## src/rtl/ctl_pkg.sv

```systemverilog
package ctl_pkg;

  localparam int OP_W = 6;

  localparam logic [OP_W-1:0] OP_REG   = 6'h00;
  localparam logic [OP_W-1:0] OP_LOAD  = 6'h23;
  localparam logic [OP_W-1:0] OP_STORE = 6'h2B;
  localparam logic [OP_W-1:0] OP_BEQ   = 6'h04;

  typedef struct packed {
    logic       regDst;
    logic [1:0] aluOp;
    logic       aluSrc;
  } exCtl_t;

  typedef struct packed {
    logic branch;
    logic memRead;
    logic memWrite;
  } memCtl_t;

  typedef struct packed {
    logic regWrite;
    logic memToReg;
  } wbCtl_t;

  typedef struct packed {
    exCtl_t  ex;
    memCtl_t mem;
    wbCtl_t  wb;
  } idExCtl_t;

  typedef struct packed {
    memCtl_t mem;
    wbCtl_t  wb;
  } exMemCtl_t;

  typedef struct packed {
    logic zeroIdEx;
    logic zeroExMem;
  } stageStrobe_t;

endpackage

```

## src/rtl/opDecoder.sv

```systemverilog
module opDecoder
  import ctl_pkg::*;
#(
  parameter int INSTR_W = 32,
  parameter int OP_LSB  = 26
) (
  input  logic [INSTR_W-1:0] instrWord,
  input  logic               bubbleReq,
  input  logic               flushReq,
  output idExCtl_t           ctlWord,
  output stageStrobe_t       strobes
);

  logic [OP_W-1:0] opcode;
  logic            wordIsZero;

  assign opcode     = instrWord[OP_LSB +: OP_W];
  assign wordIsZero = (instrWord == '0);

  always_comb begin
    ctlWord = '0;
    if (!wordIsZero) begin
      case (opcode)
        OP_REG: begin
          ctlWord.ex.regDst   = 1'b1;
          ctlWord.ex.aluOp    = 2'b10;
          ctlWord.wb.regWrite = 1'b1;
        end
        OP_LOAD: begin
          ctlWord.ex.aluSrc   = 1'b1;
          ctlWord.mem.memRead = 1'b1;
          ctlWord.wb.regWrite = 1'b1;
          ctlWord.wb.memToReg = 1'b1;
        end
        OP_STORE: begin
          ctlWord.ex.aluSrc    = 1'b1;
          ctlWord.mem.memWrite = 1'b1;
        end
        OP_BEQ: begin
          ctlWord.ex.aluOp   = 2'b01;
          ctlWord.mem.branch = 1'b1;
        end
        default: ctlWord = '0;
      endcase
    end
  end

  assign strobes.zeroIdEx  = bubbleReq | flushReq;
  assign strobes.zeroExMem = flushReq;

endmodule

```

## src/rtl/ctlStages.sv

```systemverilog
module ctlStages
  import ctl_pkg::*;
(
  input  logic         clk,
  input  logic         rst_n,
  input  idExCtl_t     ctlIn,
  input  stageStrobe_t strobes,
  output idExCtl_t     idExQ,
  output exMemCtl_t    exMemQ,
  output wbCtl_t       memWbQ
);

  exMemCtl_t exMemNext;

  assign exMemNext.mem = idExQ.mem;
  assign exMemNext.wb  = idExQ.wb;

  always_ff @(posedge clk or negedge rst_n) begin
    if (!rst_n) begin
      idExQ  <= '0;
      exMemQ <= '0;
      memWbQ <= '0;
    end else begin
      idExQ  <= strobes.zeroIdEx  ? '0 : ctlIn;
      exMemQ <= strobes.zeroExMem ? '0 : exMemNext;
      memWbQ <= exMemQ.wb;
    end
  end

endmodule

```

## src/rtl/stageCtlPipe.sv

```systemverilog
module stageCtlPipe
  import ctl_pkg::*;
#(
  parameter int INSTR_W = 32,
  parameter int OP_LSB  = 26
) (
  input  logic               clk,
  input  logic               rst_n,
  input  logic [INSTR_W-1:0] instrWord,
  input  logic               bubbleReq,
  input  logic               flushReq,
  output logic               exRegDst,
  output logic [1:0]         exAluOp,
  output logic               exAluSrc,
  output logic               memBranch,
  output logic               memRead,
  output logic               memWrite,
  output logic               wbRegWrite,
  output logic               wbMemToReg
);

  idExCtl_t     ctlWord;
  stageStrobe_t strobes;
  idExCtl_t     idExQ;
  exMemCtl_t    exMemQ;
  wbCtl_t       memWbQ;

  opDecoder #(.INSTR_W(INSTR_W), .OP_LSB(OP_LSB)) u_dec (
    .instrWord(instrWord),
    .bubbleReq(bubbleReq),
    .flushReq (flushReq),
    .ctlWord  (ctlWord),
    .strobes  (strobes)
  );

  ctlStages u_stages (
    .clk    (clk),
    .rst_n  (rst_n),
    .ctlIn  (ctlWord),
    .strobes(strobes),
    .idExQ  (idExQ),
    .exMemQ (exMemQ),
    .memWbQ (memWbQ)
  );

  assign exRegDst   = idExQ.ex.regDst;
  assign exAluOp    = idExQ.ex.aluOp;
  assign exAluSrc   = idExQ.ex.aluSrc;
  assign memBranch  = exMemQ.mem.branch;
  assign memRead    = exMemQ.mem.memRead;
  assign memWrite   = exMemQ.mem.memWrite;
  assign wbRegWrite = memWbQ.regWrite;
  assign wbMemToReg = memWbQ.memToReg;

endmodule

```

## config.mk

```make
export PLATFORM = sky130hd
export DESIGN_NAME = stageCtlPipe
export DESIGN_NICKNAME = d
export VERILOG_FILES = /design/src/rtl/ctl_pkg.sv /design/src/rtl/opDecoder.sv /design/src/rtl/ctlStages.sv /design/src/rtl/stageCtlPipe.sv
export SDC_FILE = /design/constraint.sdc
export NUM_CORES = 1
export LEC_CHECK = 0
export BUFFER_PORTS_ARGS = -buffer_cell sky130_fd_sc_hd__buf_2
export CELL_PAD_IN_SITES_DETAIL_PLACEMENT = 2
export CELL_PAD_IN_SITES_GLOBAL_PLACEMENT = 2
export CORE_MARGIN = 4
export CORE_UTILIZATION = 22
export DETAILED_ROUTE_END_ITERATION = 7
export PLACE_DENSITY = 0.89
export SLEW_MARGIN = 20
export SYNTH_ARGS = -nofsm -noshare
export SYNTH_HDL_FRONTEND = slang
export SYNTH_SLANG_ARGS = --single-unit
```

## constraint.sdc

```tcl
create_clock -name clk -period 0.9 [get_ports clk]
set_input_delay 0.09 -clock clk [delete_from_list [all_inputs] [get_ports clk]]
set_output_delay 0.09 -clock clk [all_outputs]
set_load 0.005 [all_outputs]
```

==> metrics.csv, run 1 <==
stage,metric,value,unit
finish,fin nets,133,
worst_setup_path,worst-path fanout max,3,
cts,clock-pin slew on the worst setup and hold paths,0.07,ns
power_and_ir_drop,pwr/cell area,1220,nW/µm²
global_route,vias in the first global route,648,
logic_synthesis,Post-synth EDFFs,0,
cts,TritonCTS Sinks,14,
logic_synthesis,Syn Std Cell Area,572,µm²
global_route,met1 GRT Util,9.93,%
worst_setup_path,CP peak stage delay,0.56,ns
logic_synthesis,"flops & latches, synth",14,
finish,Layout fillers,299,
placement,GP Congestion,0.679,
detailed_routing,detailed-route via count,555,
die,die height,59.0,µm
hold_path,hold_sp,bubbleReq,
detailed_routing,router iterations before antenna repair,4,
timing,Clock Skew,0.000253,ns
run_status,status,finished with violations,
global_route,met2 Resource Use GR,21.3,%
worst_setup_path,origin of the critical flop-to-flop path,u_stages.idExQ[4]$_DFF_PN0_,
worst_setup_path,CP Launch Type,input port,
worst_setup_path,reg2reg setup slack,0.31,ns
timing,Worst Tran Pin Value,0.302,ns
logic_synthesis,Avg Inst Size Synth,13.0,µm²
logic_synthesis,Post-synth top cells,"dfrtp_1 (14), nor4_1 (6), nor2b_1 (4), nor2_1 (3)",
timing,endpoints failing hold,0,
cts,"Clk Latency, worst-skew pair",0.27,ns
die,initial core utilization,23.1,%
global_route,initial antenna violation count,0,
cts,setup bufs post-CTS,0,
hold_path,WHS Path Cells,3,
timing,Final Cycle Share,113,%
die,row count,18,
finish,multi-input logic area,221,µm²
worst_setup_path,worst r2r dst,u_stages.exMemQ[4]$_DFF_PN0_,
power_and_ir_drop,Peak supply drop,0.503,mV
finish,Reg area,350,µm²
finish,share of cells above drive strength 1,64.2,%
worst_setup_path,WP data arrival,1.16,ns
die,Die W,59.0,µm
global_route,total gr overflow,0,
worst_setup_path,Worst path slowest cell,or4_4,
detailed_routing,Initial DRC Count,3,
logic_synthesis,Synth async-reset ratio,100,%
worst_setup_path,Crit Path Class,in2reg,
logic_synthesis,syn_nets,80,
placement,placed wire-length estimate,1560,µm
finish,fin util,36.7,%
timing,shortest period the worst path allows,1.01,ns
global_route,GR Util met3,2.83,%
finish,Ant. Diodes,0,
detailed_routing,DR WL/cell,14.0,µm
logic_synthesis,sequential area share after synthesis,61.3,%
detailed_routing,Final Routed Wirelength,1750,µm
timing,Slew Limit Fails,0,
detailed_routing,Final ANT Viol Nets,0,
detailed_routing,via-per-instance ratio,4.44,
worst_setup_path,CP Cell Sequence,buf_6 -> or4_4 -> nor4_4 -> nor2_1,
hold_path,Hold Crit Class,in2reg,
timing,setup violators final,3,
cts,CTS Buffer Depth,2,
worst_setup_path,reg2reg path depth,1,
placement,I/O Buffers,44,
die,# IOs,45,
timing,relative slew slack,79.7,%
cts,TritonCTS clock tree,done,
logic_synthesis,most numerous cell in the Yosys netlist,dfrtp_1,
timing,final worst setup slack,-0.113,ns
run_status,failing checks,setup timing,
worst_setup_path,Crit. End Element,register,
detailed_routing,Post-route DRC,0,
worst_setup_path,CP top delay family,simple AND/OR/NAND/NOR gates,
global_route,busiest grt layer,met2,
timing,setup TNS,-0.310,ns
logic_synthesis,largest area contributor in the netlist,dfrtp_1,
logic_synthesis,post-synthesis cell count,44,
die,die area,3480,µm²
logic_synthesis,dominant cells by area after synthesis,"dfrtp_1 (61%), nor4_1 (6.6%), nor2b_1 (4.4%), nor4_4 (3.7%), buf_4 (2.6%)",
placement,Place WS,-0.421,ns
timing,RSZ-0062 raised after global routing,true,
worst_setup_path,WP buf/inv,1,
worst_setup_path,Critical Path RT,1.05,ns
logic_synthesis,Yosys cell types,19,
timing,Achievable Freq,0.987,GHz
global_route,total track usage,10.7,%
logic_synthesis,"Top FF cell, synth",dfrtp_1,
job,max-cap viol count,0,
finish,synthesis-to-finish area growth,59.1,%
global_route,pin count of the biggest net entering global routing,15,
global_route,first-pass GRT wire length,2750,µm
logic_synthesis,Syn. warnings,0,
logic_synthesis,Yosys top cell area share,61.3,%
power_and_ir_drop,Pleak,0.513,nW
hold_path,"Endpoint, Worst Hold",u_stages.idExQ[5]$_DFF_PN0_,
cts,H-tree depth,1,
cts,root buf cell,clkbuf_4,
cts,Num CTS Buffers,3,
die,Core Area,2480,µm²
-- repair_timing --
action                     CTS  global route
gates resized for setup      1             3
setup endpoints to repair    3             6
hold buffers                 1             0
hold endpoints to repair    14             0
pin swaps                    4             2
-- registers in the layout, summed over array words and instances (netlist names) --
name             flops
u_stages.idExQ       8
u_stages.memWbQ      2
u_stages.exMemQ      4
-- kinds of logic after synthesis --
logic type,synth area share (%)
simple gates,34.6
flops,61.3
buf+inv,3.28
compound gates,0.874
-- cells in the final DEF (no fill, tap or decap) --
cell	n
buf_2	43
a21oi_1	1
dlygate4sd3_1	1
nor2_1	3
nand4b_1	1
nor4_4	1
and3_1	2
nand2b_1	1
nor4_2	4
or4_4	1
clkbuf_4	3
nand4_2	1
buf_6	1
nor2_4	1
nor3_1	1
nand3b_2	1
nor4_1	3
buf_4	5
and2_1	1
nor2b_1	4
dfrtp_1	14
nand3_1	1
inv_1	1
-- report_power, final --
| group | internal [mW] | switching [mW] | leakage, nW |
|---|---|---|---|
| sequential | 0.630 | 0.000481 | 0.195 |
| clock | 0.155 | 0.172 | 0.0138 |
| combinational | 0.0833 | 0.0645 | 0.303 |
-- routing by layer --
metal / vias to the layer above / part of all wire, %
met5: - / 0
met4: 0 / 0
met3: 0 / 11
met2: 33 / 58
met1: 261 / 32
li1: 261 / -
-- worst min-delay path, cell delays in order --
cell    delay, ns
buf_2        0.10
nor4_2       0.05
buf_4        0.12
-- stage by stage --
stage | cell area [µm²] | power, mW | std cells | hold slack [ns]
after floorplan | 572 | 0.663 | 44 | -0.206
after global placement | 852 | 0.773 | 121 | -0.0156
after detailed placement | 852 | 0.781 | 121 | -0.00112
after CTS | 891 | 1.13 | 125 | 0.115
final | 910 | 1.11 | 125 | 0.125
after global routing | 910 | 1.18 | 125 | 0.118
-- area by class of cell --
class                      count  area share [%]
inverter                       1           0.413
clock buffer                   3            2.48
sequential                    14            38.5
multi-input combinational     27            24.3
timing repair buffer          50            30.1
tap                           30            4.13
-- worst max-delay path by stage --
stage                       start                           to  slack, ns  depth (start not counted)
floorplan           instrWord[30]  u_stages.idExQ[7]$_DFF_PN0_      -0.23                          3
global placement    instrWord[30]  u_stages.idExQ[7]$_DFF_PN0_      -0.36                          4
detailed placement  instrWord[30]  u_stages.idExQ[8]$_DFF_PN0_      -0.42                          4
CTS                 instrWord[26]  u_stages.idExQ[1]$_DFF_PN0_      -0.12                          4
global route        instrWord[26]  u_stages.idExQ[7]$_DFF_PN0_      -0.12                          4
finish              instrWord[26]  u_stages.idExQ[8]$_DFF_PN0_      -0.11                          4
Note: power is estimated with default switching activity, not from simulation.
==> run 2: changes to the inputs <==
--- a/config.mk
+++ b/config.mk
@@ -12,6 +12,7 @@
 export CORE_UTILIZATION = 22
 export DETAILED_ROUTE_END_ITERATION = 7
 export PLACE_DENSITY = 0.89
+export SKIP_CTS_REPAIR_TIMING = 1
 export SLEW_MARGIN = 20
 export SYNTH_ARGS = -nofsm -noshare
 export SYNTH_HDL_FRONTEND = slang
==> run 2 against run 1 <==
Against the previous run: the run still ends with setup timing left; clock power barely moved; flip-flop and latch count unchanged; worst setup slack lost 0.018 ns; die area unchanged; highest routed layer unchanged; utilization is 0.51 points lower.
==> metrics.csv, run 2 (synthesis results as in run 1) <==
stage,metric,value,unit
run_status,status,finished with violations,
run_status,failing checks,setup timing,
detailed_routing,Final ANT Viol Nets,0,
cts,TritonCTS clock tree,done,
power_and_ir_drop,pwr/cell area,1230,nW/µm²
finish,Largest register FFs,8,
finish,synthesis-to-finish area growth,56.9,%
detailed_routing,Post-route DRC,0,
detailed_routing,detailed-route via count,553,
worst_setup_path,Crit. End Element,register,
worst_setup_path,reg2reg setup slack,0.31,ns
die,row count,18,
power_and_ir_drop,Clk pwr share,29.7,%
cts,clock-pin slew on the worst setup and hold paths,0.07,ns
die,# IOs,45,
placement,Place WS,-0.421,ns
finish,fin nets,133,
cts,CTS Buffer Depth,2,
timing,Final Cycle Share,115,%
timing,setup violators final,3,
worst_setup_path,origin of the critical flop-to-flop path,u_stages.idExQ[4]$_DFF_PN0_,
worst_setup_path,CP Launch Type,input port,
finish,fin util,36.2,%
die,initial core utilization,23.1,%
power_and_ir_drop,Reg power frac,57.3,%
global_route,initial antenna violation count,0,
cts,TritonCTS Sinks,14,
timing,Clock Skew,0.000253,ns
hold_path,Hold Crit Class,in2reg,
worst_setup_path,worst r2r dst,u_stages.exMemQ[4]$_DFF_PN0_,
detailed_routing,router iterations before antenna repair,4,
finish,most frequent cells in the layout,"buf_2 (43), dfrtp_1 (14), nor4_1 (5), buf_4 (5), nor2b_1 (4)",
finish,Ant. Diodes,0,
timing,endpoints failing hold,0,
hold_path,WHS Path Cells,3,
cts,root buf cell,clkbuf_4,
cts,Num CTS Buffers,3,
worst_setup_path,worst-path fanout max,3,
placement,placed instance count,121,
power_and_ir_drop,Pleak,0.512,nW
worst_setup_path,reg2reg path depth,1,
power_and_ir_drop,Internal,867,µW
timing,Achievable Freq,0.970,GHz
timing,Worst Tran Pin Value,0.344,ns
power_and_ir_drop,Switching Fraction,21.2,%
power_and_ir_drop,total power,1.10,mW
finish,"commonest non-fill, non-tap cell in the layout",buf_2,
timing,final worst setup slack,-0.131,ns
placement,dpl cell area,852,µm²
timing,setup TNS,-0.364,ns
finish,fin cells,125,
timing,worst hold slack,0.125,ns
cts,H-tree depth,1,
global_route,pin count of the biggest net entering global routing,15,
finish,post-route cell area,897,µm²
worst_setup_path,Critical Path RT,1.05,ns
die,Core Area,2480,µm²
detailed_routing,via-per-instance ratio,4.42,
hold_path,hold_sp,bubbleReq,
worst_setup_path,CP Launch Point,instrWord[26],
hold_path,"Endpoint, Worst Hold",u_stages.idExQ[5]$_DFF_PN0_,
timing,Slew Limit Fails,0,
worst_setup_path,WP data arrival,1.18,ns
finish,register name with the most flops,u_stages.idExQ,
power_and_ir_drop,Gate power share,13.0,%
die,die area,3480,µm²
placement,I/O Buffers,44,
global_route,total gr overflow,0,
die,Die W,59.0,µm
job,max-cap viol count,0,
detailed_routing,Initial DRC Count,3,
placement,GP Congestion,0.679,
global_route,first-pass GRT wire length,2730,µm
power_and_ir_drop,Peak supply drop,0.503,mV
timing,shortest period the worst path allows,1.03,ns
timing,relative slew slack,76.8,%
global_route,vias in the first global route,648,
detailed_routing,Final Routed Wirelength,1700,µm
detailed_routing,DR WL/cell,13.6,µm
timing,RSZ-0062 raised after global routing,true,
worst_setup_path,Crit Path Class,in2reg,
power_and_ir_drop,sw power,233,µW
die,die height,59.0,µm
global_route,total track usage,10.7,%
finish,leading registers by flop count,"u_stages.idExQ (8), u_stages.exMemQ (4), u_stages.memWbQ (2)",
finish,share of cells above drive strength 1,62.1,%
cts,"Clk Latency, worst-skew pair",0.27,ns
placement,placed wire-length estimate,1560,µm
run 2: cell type report:
type / instances / area, µm²
Fill cell: 299 / 1580
Sequential cell: 14 / 350
Timing Repair Buffer: 50 / 274
Multi-Input combinational cell: 27 / 209
Tap cell: 30 / 37.5
Clock buffer: 3 / 22.5
Inverter: 1 / 3.75
run 2: worst max-delay path by stage:
stage | end | slack (ns) | cells after the start
4_1_cts | u_stages.idExQ[8]$_DFF_PN0_ | -0.13 | 4
3_3_place_gp | u_stages.idExQ[7]$_DFF_PN0_ | -0.36 | 4
2_1_floorplan | u_stages.idExQ[7]$_DFF_PN0_ | -0.23 | 3
6_report | u_stages.idExQ[8]$_DFF_PN0_ | -0.13 | 4
3_5_place_dp | u_stages.idExQ[8]$_DFF_PN0_ | -0.42 | 4
5_1_grt | u_stages.idExQ[7]$_DFF_PN0_ | -0.14 | 4
run 2: per-layer routing:
layer	global-route usage (%)	routed length [µm]
met3	2.83	193
met4	4.85	0
met2	21.1	971
met5	0	0
met1	9.93	535
run 2: power by group through the flow:
stage | clock (mW) | combinational, mW | sequential, mW
2_1_floorplan | 0 | 0.0190 | 0.644
6_report | 0.327 | 0.143 | 0.631
4_1_cts | 0.350 | 0.138 | 0.631
5_1_grt | 0.387 | 0.160 | 0.631
3_5_place_dp | 0 | 0.138 | 0.643
3_3_place_gp | 0 | 0.129 | 0.643
run 2: critical path, stage by stage:
cell    delay, ns
buf_6        0.09
or4_4        0.56
nor4_4       0.35
nor2_1       0.09
==> run 3: changes to the inputs <==
--- a/config.mk
+++ b/config.mk
@@ -9,11 +9,13 @@
 export CELL_PAD_IN_SITES_DETAIL_PLACEMENT = 2
 export CELL_PAD_IN_SITES_GLOBAL_PLACEMENT = 2
 export CORE_MARGIN = 4
-export CORE_UTILIZATION = 22
+export CORE_UTILIZATION = 24
 export DETAILED_ROUTE_END_ITERATION = 7
-export PLACE_DENSITY = 0.89
+export PLACE_DENSITY = 0.91
+export SETUP_SLACK_MARGIN = 0.2
 export SKIP_CTS_REPAIR_TIMING = 1
 export SLEW_MARGIN = 20
 export SYNTH_ARGS = -nofsm -noshare
 export SYNTH_HDL_FRONTEND = slang
+export SYNTH_HIERARCHICAL = 1
 export SYNTH_SLANG_ARGS = --single-unit
==> run 3 against run 2 <==
Against the previous run: the run still ends with setup timing left; register-to-register slack about the same; synthesized cell count up 23%; maximum frequency up 0.48%; non-clock buffer count unchanged; global-route usage up 0.35 points; final cell count up 8.0%; wire length up 5.8%; clock skew up 0.00090 ns; flip-flop and latch count up 2; utilization up 4.2 points; critical path type unchanged; largest cell class unchanged; highest routed layer is now met4.
==> metrics.csv, run 3 <==
stage,metric,value,unit
run_status,status,finished with violations,
run_status,failing checks,setup timing,
finish,register name with the most flops,u_stages/idExQ,
global_route,GR Util met3,1.94,%
worst_setup_path,CP top delay family,simple AND/OR/NAND/NOR gates,
logic_synthesis,Post-synth top cells,"dfrtp_1 (16), nor2b_1 (14), nor4_1 (6)",
die,# IOs,45,
power_and_ir_drop,total power,1.25,mW
finish,synthesis-to-finish area growth,57.6,%
finish,leading registers by flop count,"u_stages/idExQ (9), u_stages/exMemQ (5), u_stages/memWbQ (2)",
detailed_routing,Post-route DRC,0,
power_and_ir_drop,Clk pwr share,28.9,%
timing,Clock Skew,0.00115,ns
worst_setup_path,WP buf/inv,1,
timing,setup violators final,3,
logic_synthesis,"Top FF cell, synth",dfrtp_1,
detailed_routing,detailed-route via count,622,
finish,fin util,40.4,%
finish,most frequent cells in the layout,"buf_2 (42), dfrtp_1 (16), nor2b_1 (13), nor4_1 (4), buf_4 (4)",
logic_synthesis,Synth async-reset ratio,100,%
timing,Final Cycle Share,114,%
global_route,met2 Resource Use GR,21.9,%
logic_synthesis,Post-synth EDFFs,0,
power_and_ir_drop,Pleak,0.541,nW
worst_setup_path,Worst path slowest cell,or4_4,
placement,GP Congestion,0.672,
power_and_ir_drop,Internal,971,µW
logic_synthesis,Yosys cell types,17,
timing,shortest period the worst path allows,1.03,ns
timing,endpoints failing hold,0,
logic_synthesis,largest area contributor in the netlist,dfrtp_1,
die,die area,3590,µm²
logic_synthesis,dominant cells by area after synthesis,"dfrtp_1 (62%), nor2b_1 (14%), nor4_1 (5.8%), buf_4 (2.3%), nor3b_1 (2.3%)",
finish,fin nets,143,
finish,share of cells above drive strength 1,58.1,%
timing,setup TNS,-0.177,ns
logic_synthesis,Yosys top cell area share,61.9,%
power_and_ir_drop,pwr/cell area,1230,nW/µm²
cts,CTS Buffer Depth,2,
worst_setup_path,worst-path fanout max,3,
cts,TritonCTS Sinks,16,
finish,"commonest non-fill, non-tap cell in the layout",buf_2,
detailed_routing,via-per-instance ratio,4.61,
cts,root buf cell,clkbuf_4,
timing,relative slew slack,77.5,%
worst_setup_path,Crit Path Class,in2reg,
global_route,met1 GRT Util,10.0,%
power_and_ir_drop,sw power,279,µW
cts,clock-pin slew on the worst setup and hold paths,0.08,ns
placement,placed wire-length estimate,1580,µm
die,Core Area,2520,µm²
power_and_ir_drop,Reg power frac,57.7,%
die,initial core utilization,25.6,%
cts,H-tree depth,1,
detailed_routing,Initial DRC Count,2,
power_and_ir_drop,Peak supply drop,0.566,mV
cts,"Clk Latency, worst-skew pair",0.28,ns
logic_synthesis,Syn Std Cell Area,647,µm²
placement,I/O Buffers,44,
logic_synthesis,Avg Inst Size Synth,12.0,µm²
global_route,busiest grt layer,met2,
timing,RSZ-0062 raised after global routing,true,
die,Die W,59.9,µm
logic_synthesis,syn_nets,90,
detailed_routing,router iterations before antenna repair,2,
worst_setup_path,WP data arrival,1.24,ns
cts,Num CTS Buffers,3,
die,die height,59.9,µm
worst_setup_path,CP Cell Sequence,buf_6 -> or4_4 -> nor3_4 -> o21a_1 -> or2_1 -> nor2b_1,
detailed_routing,Final Routed Wirelength,1800,µm
logic_synthesis,post-synthesis cell count,54,
timing,final worst setup slack,-0.127,ns
detailed_routing,DR WL/cell,13.3,µm
finish,Ant. Diodes,0,
global_route,pin count of the biggest net entering global routing,17,
worst_setup_path,CP Launch Type,input port,
worst_setup_path,Crit. End Element,register,
hold_path,Hold Crit Class,in2reg,
logic_synthesis,Syn. warnings,6,
worst_setup_path,CP peak stage delay,0.56,ns
global_route,vias in the first global route,705,
worst_setup_path,Critical Path RT,1.12,ns
global_route,first-pass GRT wire length,2890,µm
cts,TritonCTS clock tree,done,
die,row count,18,
timing,Slew Limit Fails,0,
logic_synthesis,sequential area share after synthesis,61.9,%
global_route,initial antenna violation count,0,
global_route,total gr overflow,0,
timing,Worst Tran Pin Value,0.338,ns
power_and_ir_drop,Switching Fraction,22.3,%
finish,Largest register FFs,9,
logic_synthesis,"flops & latches, synth",16,
power_and_ir_drop,Gate power share,13.4,%
logic_synthesis,most numerous cell in the Yosys netlist,dfrtp_1,
timing,Achievable Freq,0.974,GHz
detailed_routing,Final ANT Viol Nets,0,
global_route,total track usage,11.0,%
job,max-cap viol count,0,
==> run 3: layout make-up <==
class	instances	area, µm²
fill	280	1500
sequential	16	400
timing repair buffer	50	284
multi-input combinational	35	272
tap	30	37.5
clock buffer	3	22.5
inverter	1	3.75
==> run 3: path summary, 6_finish.rpt <==
kind	endpoint	slack [ns]	cells after the start	from
worst max-delay path	u_stages/idExQ[1]$_DFF_PN0_	-0.13	6	instrWord[26]
worst min-delay path	u_stages/exMemQ[2]$_DFF_PN0_	0.04	2	flushReq
worst max register to register	u_stages/exMemQ[4]$_DFF_PN0_	0.31	1	u_stages/idExQ[4]$_DFF_PN0_
worst min register to register	u_stages/memWbQ[1]$_DFF_PN0_	0.36	0	u_stages/exMemQ[1]$_DFF_PN0_
max in group asynchronous	u_stages/idExQ[0]$_DFF_PN0_	0.41	2	rst_n
min in group asynchronous	u_stages/idExQ[3]$_DFF_PN0_	0.24	2	rst_n
==> run 3: cells by family (layout without fill, tap and decap cells) <==
kind of cell / after synthesis / in the layout / share of synthesized area (%)
AOI/OAI and AO/OA: 2 / 2 / 2.32
buffers and inverters: 3 / 54 / 2.90
DFF: 16 / 16 / 61.9
and+or+nand+nor: 33 / 33 / 32.9
==> run 3: through the flow <==
step	std cells	hold WS, ns	setup slack [ns]	area (µm²)
after global placement	130	0.000530	-0.397	935
after global routing	135	0.0391	-0.185	1020
after detailed placement	130	0.0167	-0.444	935
after CTS	133	-0.302	-0.141	957
after floorplan	54	-0.206	-0.246	662
final	135	0.0351	-0.127	1020
==> run 3: routing by layer <==
| metal | share of wire (%) | vias up |
|---|---|---|
| met5 | 0 | - |
| met4 | 1.9 | 0 |
| met3 | 8.6 | 4 |
| met2 | 57 | 29 |
| met1 | 33 | 303 |
| li1 | - | 286 |
==> run 3: power groups by stage <==
| stage | combinational, mW | sequential, mW | clock [mW] |
|---|---|---|---|
| finish | 0.168 | 0.721 | 0.361 |
| global route | 0.186 | 0.721 | 0.403 |
| CTS | 0.149 | 0.721 | 0.387 |
| detailed placement | 0.149 | 0.735 | 0 |
| global placement | 0.137 | 0.735 | 0 |
| floorplan | 0.0327 | 0.736 | 0 |
